**src/rtl/sap_pkg.sv**
```systemverilog
package sap_pkg;
  localparam int SAMPLE_W_DEF = 16;

  typedef enum logic {
    FRAME_LJ  = 1'b0,
    FRAME_I2S = 1'b1
  } frame_e;

  function automatic logic owns_half(input logic lr_level, input logic right_sel);
    return lr_level == right_sel;
  endfunction
endpackage

```
**src/rtl/sap_sync.sv**
```systemverilog
module sap_sync #(
  parameter int W      = 2,
  parameter int STAGES = 2
) (
  input  logic         clk,
  input  logic         rst,
  input  logic [W-1:0] d,
  output logic [W-1:0] q,
  output logic [W-1:0] rise,
  output logic [W-1:0] fall
);
  logic [STAGES-1:0][W-1:0] pipe;
  logic [W-1:0]             prev;

  always_ff @(posedge clk) begin
    if (rst) begin
      pipe <= '0;
      prev <= '0;
    end else begin
      pipe[0] <= d;
      for (int i = 1; i < STAGES; i++) pipe[i] <= pipe[i-1];
      prev <= pipe[STAGES-1];
    end
  end

  assign q = pipe[STAGES-1];

  for (genvar b = 0; b < W; b++) begin : g_edge
    assign rise[b] = q[b] & ~prev[b];
    assign fall[b] = ~q[b] & prev[b];
  end
endmodule

```
**src/rtl/sap_hold.sv**
```systemverilog
module sap_hold #(
  parameter int W = 16
) (
  input  logic         clk,
  input  logic         rst,
  input  logic [W-1:0] s_data,
  input  logic         s_valid,
  output logic         s_ready,
  input  logic         take,
  output logic [W-1:0] word
);
  logic         full;
  logic [W-1:0] data;

  assign s_ready = ~full;
  assign word    = full ? data : '0;

  always_ff @(posedge clk) begin
    if (rst) begin
      full <= 1'b0;
      data <= '0;
    end else if (s_valid && s_ready) begin
      full <= 1'b1;
      data <= s_data;
    end else if (take) begin
      full <= 1'b0;
    end
  end


  accept_fills_chk: assert property (@(posedge clk) disable iff (rst)
    (s_valid && s_ready) |=> (full && !s_ready));


  held_stable_chk: assert property (@(posedge clk) disable iff (rst)
    (full && !take) |=> $stable(data));
endmodule

```
**src/rtl/sap_shift.sv**
```systemverilog
module sap_shift
  import sap_pkg::*;
#(
  parameter int W = 16
) (
  input  logic         clk,
  input  logic         rst,
  input  logic         bclk_fall,
  input  logic         lr_level,
  input  logic         lr_edge,
  input  logic         chan_right,
  input  logic         fmt_i2s,
  input  logic [W-1:0] word_in,
  output logic         take,
  output logic         sdata,
  output logic         sdata_oe
);
  localparam int CNT_W = $clog2(W + 1);
  localparam logic [CNT_W-1:0] LAST = CNT_W'(W);

  logic             own, start, delayed;
  logic [W-1:0]     sh, word_now;
  logic [CNT_W-1:0] cnt, cnt_now;
  logic             skip, skip_now;
  logic             data_r, oe_r;

  assign own     = owns_half(lr_level, chan_right);
  assign start   = lr_edge && own;
  assign take    = start;
  assign delayed = (frame_e'(fmt_i2s) == FRAME_I2S);

  always_comb begin
    cnt_now  = start ? '0 : cnt;
    skip_now = start ? delayed : skip;
    word_now = start ? word_in : sh;
  end

  always_ff @(posedge clk) begin
    if (rst) begin
      sh     <= '0;
      cnt    <= '0;
      skip   <= 1'b0;
      data_r <= 1'b0;
      oe_r   <= 1'b0;
    end else begin
      oe_r <= own;
      if (!own) begin
        data_r <= 1'b0;
      end else if (bclk_fall) begin
        skip <= 1'b0;
        if (skip_now) begin
          data_r <= 1'b0;
          sh     <= word_now;
          cnt    <= cnt_now;
        end else if (cnt_now < LAST) begin
          data_r <= word_now[W-1];
          sh     <= {word_now[W-2:0], 1'b0};
          cnt    <= cnt_now + 1'b1;
        end else begin
          data_r <= 1'b0;
          sh     <= word_now;
          cnt    <= cnt_now;
        end
      end else if (start) begin
        sh     <= word_now;
        cnt    <= '0;
        skip   <= delayed;
        data_r <= 1'b0;
      end
    end
  end

  assign sdata    = data_r;
  assign sdata_oe = oe_r;


  cnt_bound_chk: assert property (@(posedge clk) disable iff (rst)
    cnt <= LAST);


  hold_between_edges_chk: assert property (@(posedge clk) disable iff (rst)
    (own && !bclk_fall && !start) |=> $stable(data_r));


  quiet_when_off_chk: assert property (@(posedge clk) disable iff (rst)
    !sdata_oe |-> !sdata);


  i2s_first_zero_chk: assert property (@(posedge clk) disable iff (rst)
    (start && delayed && bclk_fall) |=> !data_r);
endmodule

```
**src/rtl/serial_sample_tx.sv**
```systemverilog
module serial_sample_tx
  import sap_pkg::*;
#(
  parameter int SAMPLE_W    = SAMPLE_W_DEF,
  parameter int SYNC_STAGES = 2
) (
  input  logic                clk,
  input  logic                clr,
  input  logic                bclk,
  input  logic                lrclk,
  input  logic                chan_right,
  input  logic                fmt_i2s,
  input  logic [SAMPLE_W-1:0] s_data,
  input  logic                s_valid,
  output logic                s_ready,
  output logic                sdata,
  output logic                sdata_oe
);
  localparam int BCLK_I = 0;
  localparam int LR_I   = 1;

  logic [1:0]          clk_q, clk_rise, clk_fall;
  logic                take;
  logic [SAMPLE_W-1:0] word;

  sap_sync #(.W(2), .STAGES(SYNC_STAGES)) u_sync (
    .clk  (clk),
    .rst  (clr),
    .d    ({lrclk, bclk}),
    .q    (clk_q),
    .rise (clk_rise),
    .fall (clk_fall)
  );

  sap_hold #(.W(SAMPLE_W)) u_hold (
    .clk     (clk),
    .rst     (clr),
    .s_data  (s_data),
    .s_valid (s_valid),
    .s_ready (s_ready),
    .take    (take),
    .word    (word)
  );

  sap_shift #(.W(SAMPLE_W)) u_shift (
    .clk        (clk),
    .rst        (clr),
    .bclk_fall  (clk_fall[BCLK_I]),
    .lr_level   (clk_q[LR_I]),
    .lr_edge    (clk_rise[LR_I] | clk_fall[LR_I]),
    .chan_right (chan_right),
    .fmt_i2s    (fmt_i2s),
    .word_in    (word),
    .take       (take),
    .sdata      (sdata),
    .sdata_oe   (sdata_oe)
  );
endmodule

```
**config.mk**
```make
export PLATFORM = sky130hd
export DESIGN_NAME = serial_sample_tx
export DESIGN_NICKNAME = d
export VERILOG_FILES = /design/src/rtl/sap_pkg.sv /design/src/rtl/sap_sync.sv /design/src/rtl/sap_hold.sv /design/src/rtl/sap_shift.sv /design/src/rtl/serial_sample_tx.sv
export SDC_FILE = /design/constraint.sdc
export NUM_CORES = 1
export LEC_CHECK = 0
export BUFFER_PORTS_ARGS = -buffer_cell sky130_fd_sc_hd__buf_2
export CELL_PAD_IN_SITES_DETAIL_PLACEMENT = 1
export CELL_PAD_IN_SITES_GLOBAL_PLACEMENT = 1
export CORE_MARGIN = 3
export CORE_UTILIZATION = 30
export DETAILED_ROUTE_END_ITERATION = 10
export PLACE_DENSITY = 0.69
export SYNTH_ARGS = -nofsm -noshare
export SYNTH_HDL_FRONTEND = slang
export SYNTH_SLANG_ARGS = --single-unit
```
**constraint.sdc**
```tcl
create_clock -name clk -period 2.2 [get_ports clk]
set_input_delay 0.33 -clock clk [delete_from_list [all_inputs] [get_ports clk]]
set_output_delay 0.33 -clock clk [all_outputs]
set_load 0.01 [all_outputs]
```
## After elaboration in Yosys (flattened, before gate mapping)

Cells that the tools add are included.
W data, S select, Z words.

| word-level totals | value |
|---|---|
| register bits | 47 |
| input port bits | 23 |

| cells by class | value |
|---|---|
| $add $sub $neg | 1 |
| magnitude comparators | 1 |
| equality and inequality tests | 1 |
| muxes and demuxes | 17 |
| bitwise operators | 9 |
| reduce and logical (&&, ||, !) cells | 6 |

Operators with widths:

| cell | count |
|---|---|
| $mux W16 | 6 |
| $mux W5 | 4 |
| $mux W1 | 7 |
| $add A5 B1 Y5 const B | 1 |
| $lt A5 B5 Y1 const B | 1 |
| $not A1 Y1 | 5 |
| $reduce_bool A2 Y1 | 2 |
| $and A1 B1 Y1 | 3 |
| $logic_and A1 B1 Y1 | 2 |
| $reduce_and A2 Y1 | 1 |
| $reduce_or A2 Y1 | 1 |
| $eq A1 B1 Y1 | 1 |
| $or A1 B1 Y1 | 1 |

## Logic depth before layout (Yosys ltp)

| depth | value |
|---|---|
| depth in word-level cells | 9 |
| mapped depth | 8 |
| depth with buffers taken out | 6 |

## Cells and area by module

From an unflattened synthesis, not the netlist that was laid out.

| unflattened totals | value |
|---|---|
| cell total of the unflattened synthesis | 291 |
| area, all modules | 2532.4 µm² |

By module, submodules not included:

| module | times used | cells each | area an instance (µm²) | seq. area each (µm²) |
|---|---|---|---|---|
| sap_shift | 1 | 179 | 1408.9 | 480.5 |
| sap_hold | 1 | 93 | 919.6 | 340.3 |
| sap_sync | 1 | 18 | 197.7 | 120.1 |
| serial_sample_tx | 1 | 1 | 6.3 | 0.0 |

## Worst setup path before layout

OpenSTA, ideal clock, no wires.

| timing path | value |
|---|---|
| path type | input-to-reg |
| from | in chan_right |
| to | reg u_shift.cnt[1] |
| data arrival time | 1.680 ns |
| setup slack | 0.453 ns |
| cell stages on the path | 8 |
| path through | buf_6 or3b_1 buf_6 and3_1 ha_1 nand2_1 a21o_1 a21oi_2 |

| between the ends | value |
|---|---|
| longest elaborated chain between the ends | 7 |

Ends and longest elaborated chain:

| element | RTL line | source |
|---|---|---|
| start, declared | serial_sample_tx.sv:11 | `input logic chan_right,` |
| $eq A1 B1 Y1 (*) | sap_pkg.sv:10 | `return lr_level == right_sel;` |
| $logic_and A1 B1 Y1 | sap_shift.sv:28 | `assign start = lr_edge && own;` |
| $mux W5 | sap_shift.sv:33 | `cnt_now = start ? '0 : cnt;` |
| $add A5 B1 Y5 or $lt A5 B5 Y1 (tied branches) | sap_shift.sv:58, sap_shift.sv:55 |  |
| $mux W5 | sap_shift.sv:55 | `end else if (cnt_now < LAST) begin` |
| $mux W5 | sap_shift.sv:51 | `if (skip_now) begin` |
| $mux W5 | sap_shift.sv:49 | `end else if (bclk_fall) begin` |
| end signal, assigned | sap_shift.sv:54 | `cnt <= cnt_now;` |
| end signal, assigned | sap_shift.sv:58 | `cnt <= cnt_now + 1'b1;` |
| end signal, assigned | sap_shift.sv:62 | `cnt <= cnt_now;` |
| end, declared | sap_shift.sv:23 | `logic [CNT_W-1:0] cnt, cnt_now;` |

Every way passes the cells marked *; elsewhere a longest branch is shown, timed or not.
A chain may end at the register's enable or synchronous reset.

## Worst setup path after layout

| timing path | value |
|---|---|
| from | reg u_sync.pipe, in the netlist u_sync.q[1] |
| to | reg u_shift.sh[6] |

| between the ends | value |
|---|---|
| longest elaborated chain between the ends | 9 |

Ends and longest elaborated chain:

| element | RTL line | source |
|---|---|---|
| start, declared | sap_sync.sv:12 | `logic [STAGES-1:0][W-1:0] pipe;` |
| $not A1 Y1 | sap_sync.sv:30 | `assign fall[b] = ~q[b] & prev[b];` |
| $and A1 B1 Y1 | sap_sync.sv:30 |  |
| $or A1 B1 Y1 | serial_sample_tx.sv:50 | `.lr_edge (clk_rise[LR_I] \| clk_fall[LR_I]),` |
| $logic_and A1 B1 Y1 | sap_shift.sv:28 |  |
| $mux W5 | sap_shift.sv:33 |  |
| $lt A5 B5 Y1 | sap_shift.sv:55 |  |
| $mux W16 | sap_shift.sv:55 |  |
| $mux W16 | sap_shift.sv:51 |  |
| $mux W16 | sap_shift.sv:49 |  |
| end signal, assigned | sap_shift.sv:53 | `sh <= word_now;` |
| end signal, assigned | sap_shift.sv:57 | `sh <= {word_now[W-2:0], 1'b0};` |
| end signal, assigned | sap_shift.sv:61 | `sh <= word_now;` |
| end, declared | sap_shift.sv:22 | `logic [W-1:0] sh, word_now;` |

Parallel ways exist; a longest one is shown, timed or not. The select of a mux whose other input is x is not followed.

==> results.json <==
{
  "relSlewSlack_pct": 55.2,
  "cpMaxStageDelayCell": "dfxtp_1",
  "grt_pass1_wl_um": 11800,
  "cts-root-buf": "clkbuf_8",
  "place_area_sq_um": 2700,
  "ctsHoldBuffers": 0,
  "syn_nets": 327,
  "ys_ff_latch": 47,
  "synth_area_leaders": "dfxtp_1 37%, a21oi_1 7.3%, nand2_1 6.6%",
  "fin_crit_ps": 1960,
  "core_sq_um": 7930,
  "switching_share_pct": 25.7,
  "arrival_ps": 2150,
  "cp_max_fo": 14,
  "clock_latency_ps": 300,
  "synth_top_cell_area_share_pct": 37.3,
  "numCtsBuffers": 5,
  "synth_ff_type": "dfxtp_1",
  "clkTransAtPathRegs_ps": 90,
  "final_hold_viol_count": 0,
  "area_delta_synth_final_pct": 11.3,
  "p_per_area_nw_per_um2": 620,
  "finalSetupViolCount": 0,
  "num_rows": 32,
  "drv_slew": 0,
  "mappedNetlistArea_sq_um": 2520,
  "dr_total_vias": 2267,
  "synth_edf_count": 0,
  "ys_types": 45,
  "die_h_um": 97.7,
  "power_leakage_nw": 1.04,
  "crit_required_ps": 2390,
  "async_reset_ff_share_pct": 0,
  "avgRoutedWirePerCell_um": 16.7,
  "dr.first_iter.drc_count": 165,
  "worst_pin_slew_ps": 672,
  "cts_resized": 0,
  "outcome": "finished clean",
  "die_area_sq_um": 9540,
  "r2r_setup_slack_ps": 240,
  "die_w_um": 97.7,
  "cts-htree-levels": 2,
  "critPathLaunchType": "register",
  "grt_max_degree": 30,
  "first_pass_iters": 4,
  "cap_violations": 0,
  "syn_area_per_cell_sq_um": 8.32,
  "synthCells": 303,
  "cts_num_sinks": 47,
  "start_util_pct": 31.8,
  "clk_path_buf_depth": 2,
  "cts_tree": "built",
  "cts_setup_buffers": 0,
  "antenna_found_initial": 0,
  "ant_nets": 0,
  "hold_path_class": "in2reg",
  "seqPwrFrac_pct": 51.9,
  "critPathMaxStageDelay_ps": 600,
  "boundaryPins": 26,
  "gp_congestion": 0.831,
  "worst_setup_path_end_kind": "register",
  "drive_gt1_share_pct": 15.7,
  "synth_area_leader_cell": "dfxtp_1",
  "fin_area_sq_um": 2810,
  "yosysSeqAreaShare_pct": 37.3,
  "port_buffers": 25,
  "clkPwrFrac_pct": 36.4,
  "grt_use_total_pct": 15.1,
  "nNetsFinal": 343,
  "dp_hpwl_um": 4750,
  "viasPerCell": 5.38,
  "clock_skew_ps": 6.18,
  "drc": 0,
  "period_share_pct": 88.9,
  "path_cells": "or3b_1 > a21o_1 > buf_4 > o211ai_1 > a32o_1",
  "max_freq_mhz": 511,
  "critPathBufInv": 1,
  "fin_setup_tns_ps": 0,
  "grt_overflow": 0,
  "grt_pass1_vias": 2333,
  "num_antenna_cells": 0,
  "p_switching_mw": 0.448,
  "critPathKind": "reg2reg",
  "rsz0062_at_grt": "no",
  "ir_drop_mv": 0.284,
  "combPwrFrac_pct": 11.7,
  "yosysWarnings": 0,
  "crit_family": "compound AO/OA/AOI/OAI gates",
  "power.internal_mw": 1.29,
  "drt_wl_total_um": 7050
}
-- layer usage --
layer	vias up	global-route usage, %	share of wire, %
met5	-	0	0
met4	0	4.90	0.57
met3	2	2.01	2.8
met2	35	24.3	47
met1	1101	20.9	50
li1	1129	-	-
-- kinds of logic after synthesis --
family	Yosys count	share of synthesized area, %
flip-flops	47	37.3
AND/OR/NAND/NOR	94	18.2
buffers and inverters	44	8.63
AO/OA/AOI/OAI	98	27.9
adder cells (fa/ha/maj)	1	0.496
XOR/XNOR	3	1.04
multiplexers	16	6.40
-- synth_stat cells (2+ instances only) --
master and instances:
buf_1 3, nor2_1 19, mux2i_1 15, clkbuf_1 9
nor3_1 2, o211ai_1 16, inv_1 17, a211o_1 3
buf_6 5, a21o_1 2, and3_1 4, xnor2_1 2
buf_2 9, dfxtp_1 47, nor2b_1 7, o32ai_1 14
nand2_1 44, o22ai_1 2, or3b_1 2, a21oi_1 37
nand3_1 5, nand4_1 2, a32o_1 15
-- worst register-to-register path, cell delays in order, from the launching register on --
cell and delay [ps]:
dfxtp_1 600, or3b_1 360, a21o_1 240, buf_4 250, o211ai_1 130, a32o_1 280
-- power groups by stage --
stage	logic (mW)	registers (mW)	clock network, mW
after global routing	0.230	0.908	0.686
after global placement	0.199	0.921	0
final	0.204	0.903	0.633
after CTS	0.206	0.903	0.651
after floorplan	0.146	0.913	0
after detailed placement	0.205	0.923	0
-- per-stage QoR --
| stage | util (%) | std cells | setup slack, ps | total power [mW] | hold WS, ps |
|---|---|---|---|---|---|
| global route | 35.4 | 421 | 87.0 | 1.82 | 253 |
| CTS | 35.4 | 421 | 253 | 1.76 | 234 |
| global placement | 34.1 | 414 | 317 | 1.12 | 416 |
| detailed placement | 34.1 | 414 | 292 | 1.13 | 428 |
| floorplan | - | 303 | 453 | 1.06 | 414 |
| finish | 35.4 | 421 | 244 | 1.74 | 243 |
-- cell type report --
class                           instances  area, sq um
Tap cell                              102          128
Sequential cell                        47          941
Multi-Input combinational cell        212         1360
Timing Repair Buffer                   36          208
Inverter                               17         63.8
Clock inverter                          1         30.0
Fill cell                             970         5120
Clock buffer                            6         72.6
-- cells in the final DEF, fill, tap and decap left out, drive strengths merged, types with 2 or more instances in the layout --
cell	n
a211o	3
a21o	2
a21oi	38
a32o	15
and3	4
buf	36
clkbuf	6
dfxtp	47
inv	17
mux2i	15
nand2	45
nand3	6
nand4	2
nor2	19
nor2b	7
nor3	2
o211ai	16
o21ai	2
o22ai	2
o32ai	14
or3b	2
xnor2	2
-- flip-flops by register name, summed over array words and instances (netlist names) --
| signal | count |
|---|---|
| u_hold.full | 1 |
| u_shift.skip | 1 |
| u_shift.cnt | 5 |
| u_sync.prev | 2 |
| u_hold.data | 16 |
| u_shift.sdata | 1 |
| u_shift.sdata_oe | 1 |
| u_sync.q | 2 |
| u_shift.sh | 16 |
| u_sync.pipe | 2 |
-- worst paths after layout --
check,startpoint,endpoint,cells past startpoint
max reg2reg,u_sync.q[1],u_shift.sh[6],5
min reg2reg,u_sync.pipe[0],u_sync.q[0],1
max,u_sync.q[1],u_shift.sh[6],5
min,bclk,u_sync.pipe[0],2
Note: power is estimated with default switching activity, not from simulation.
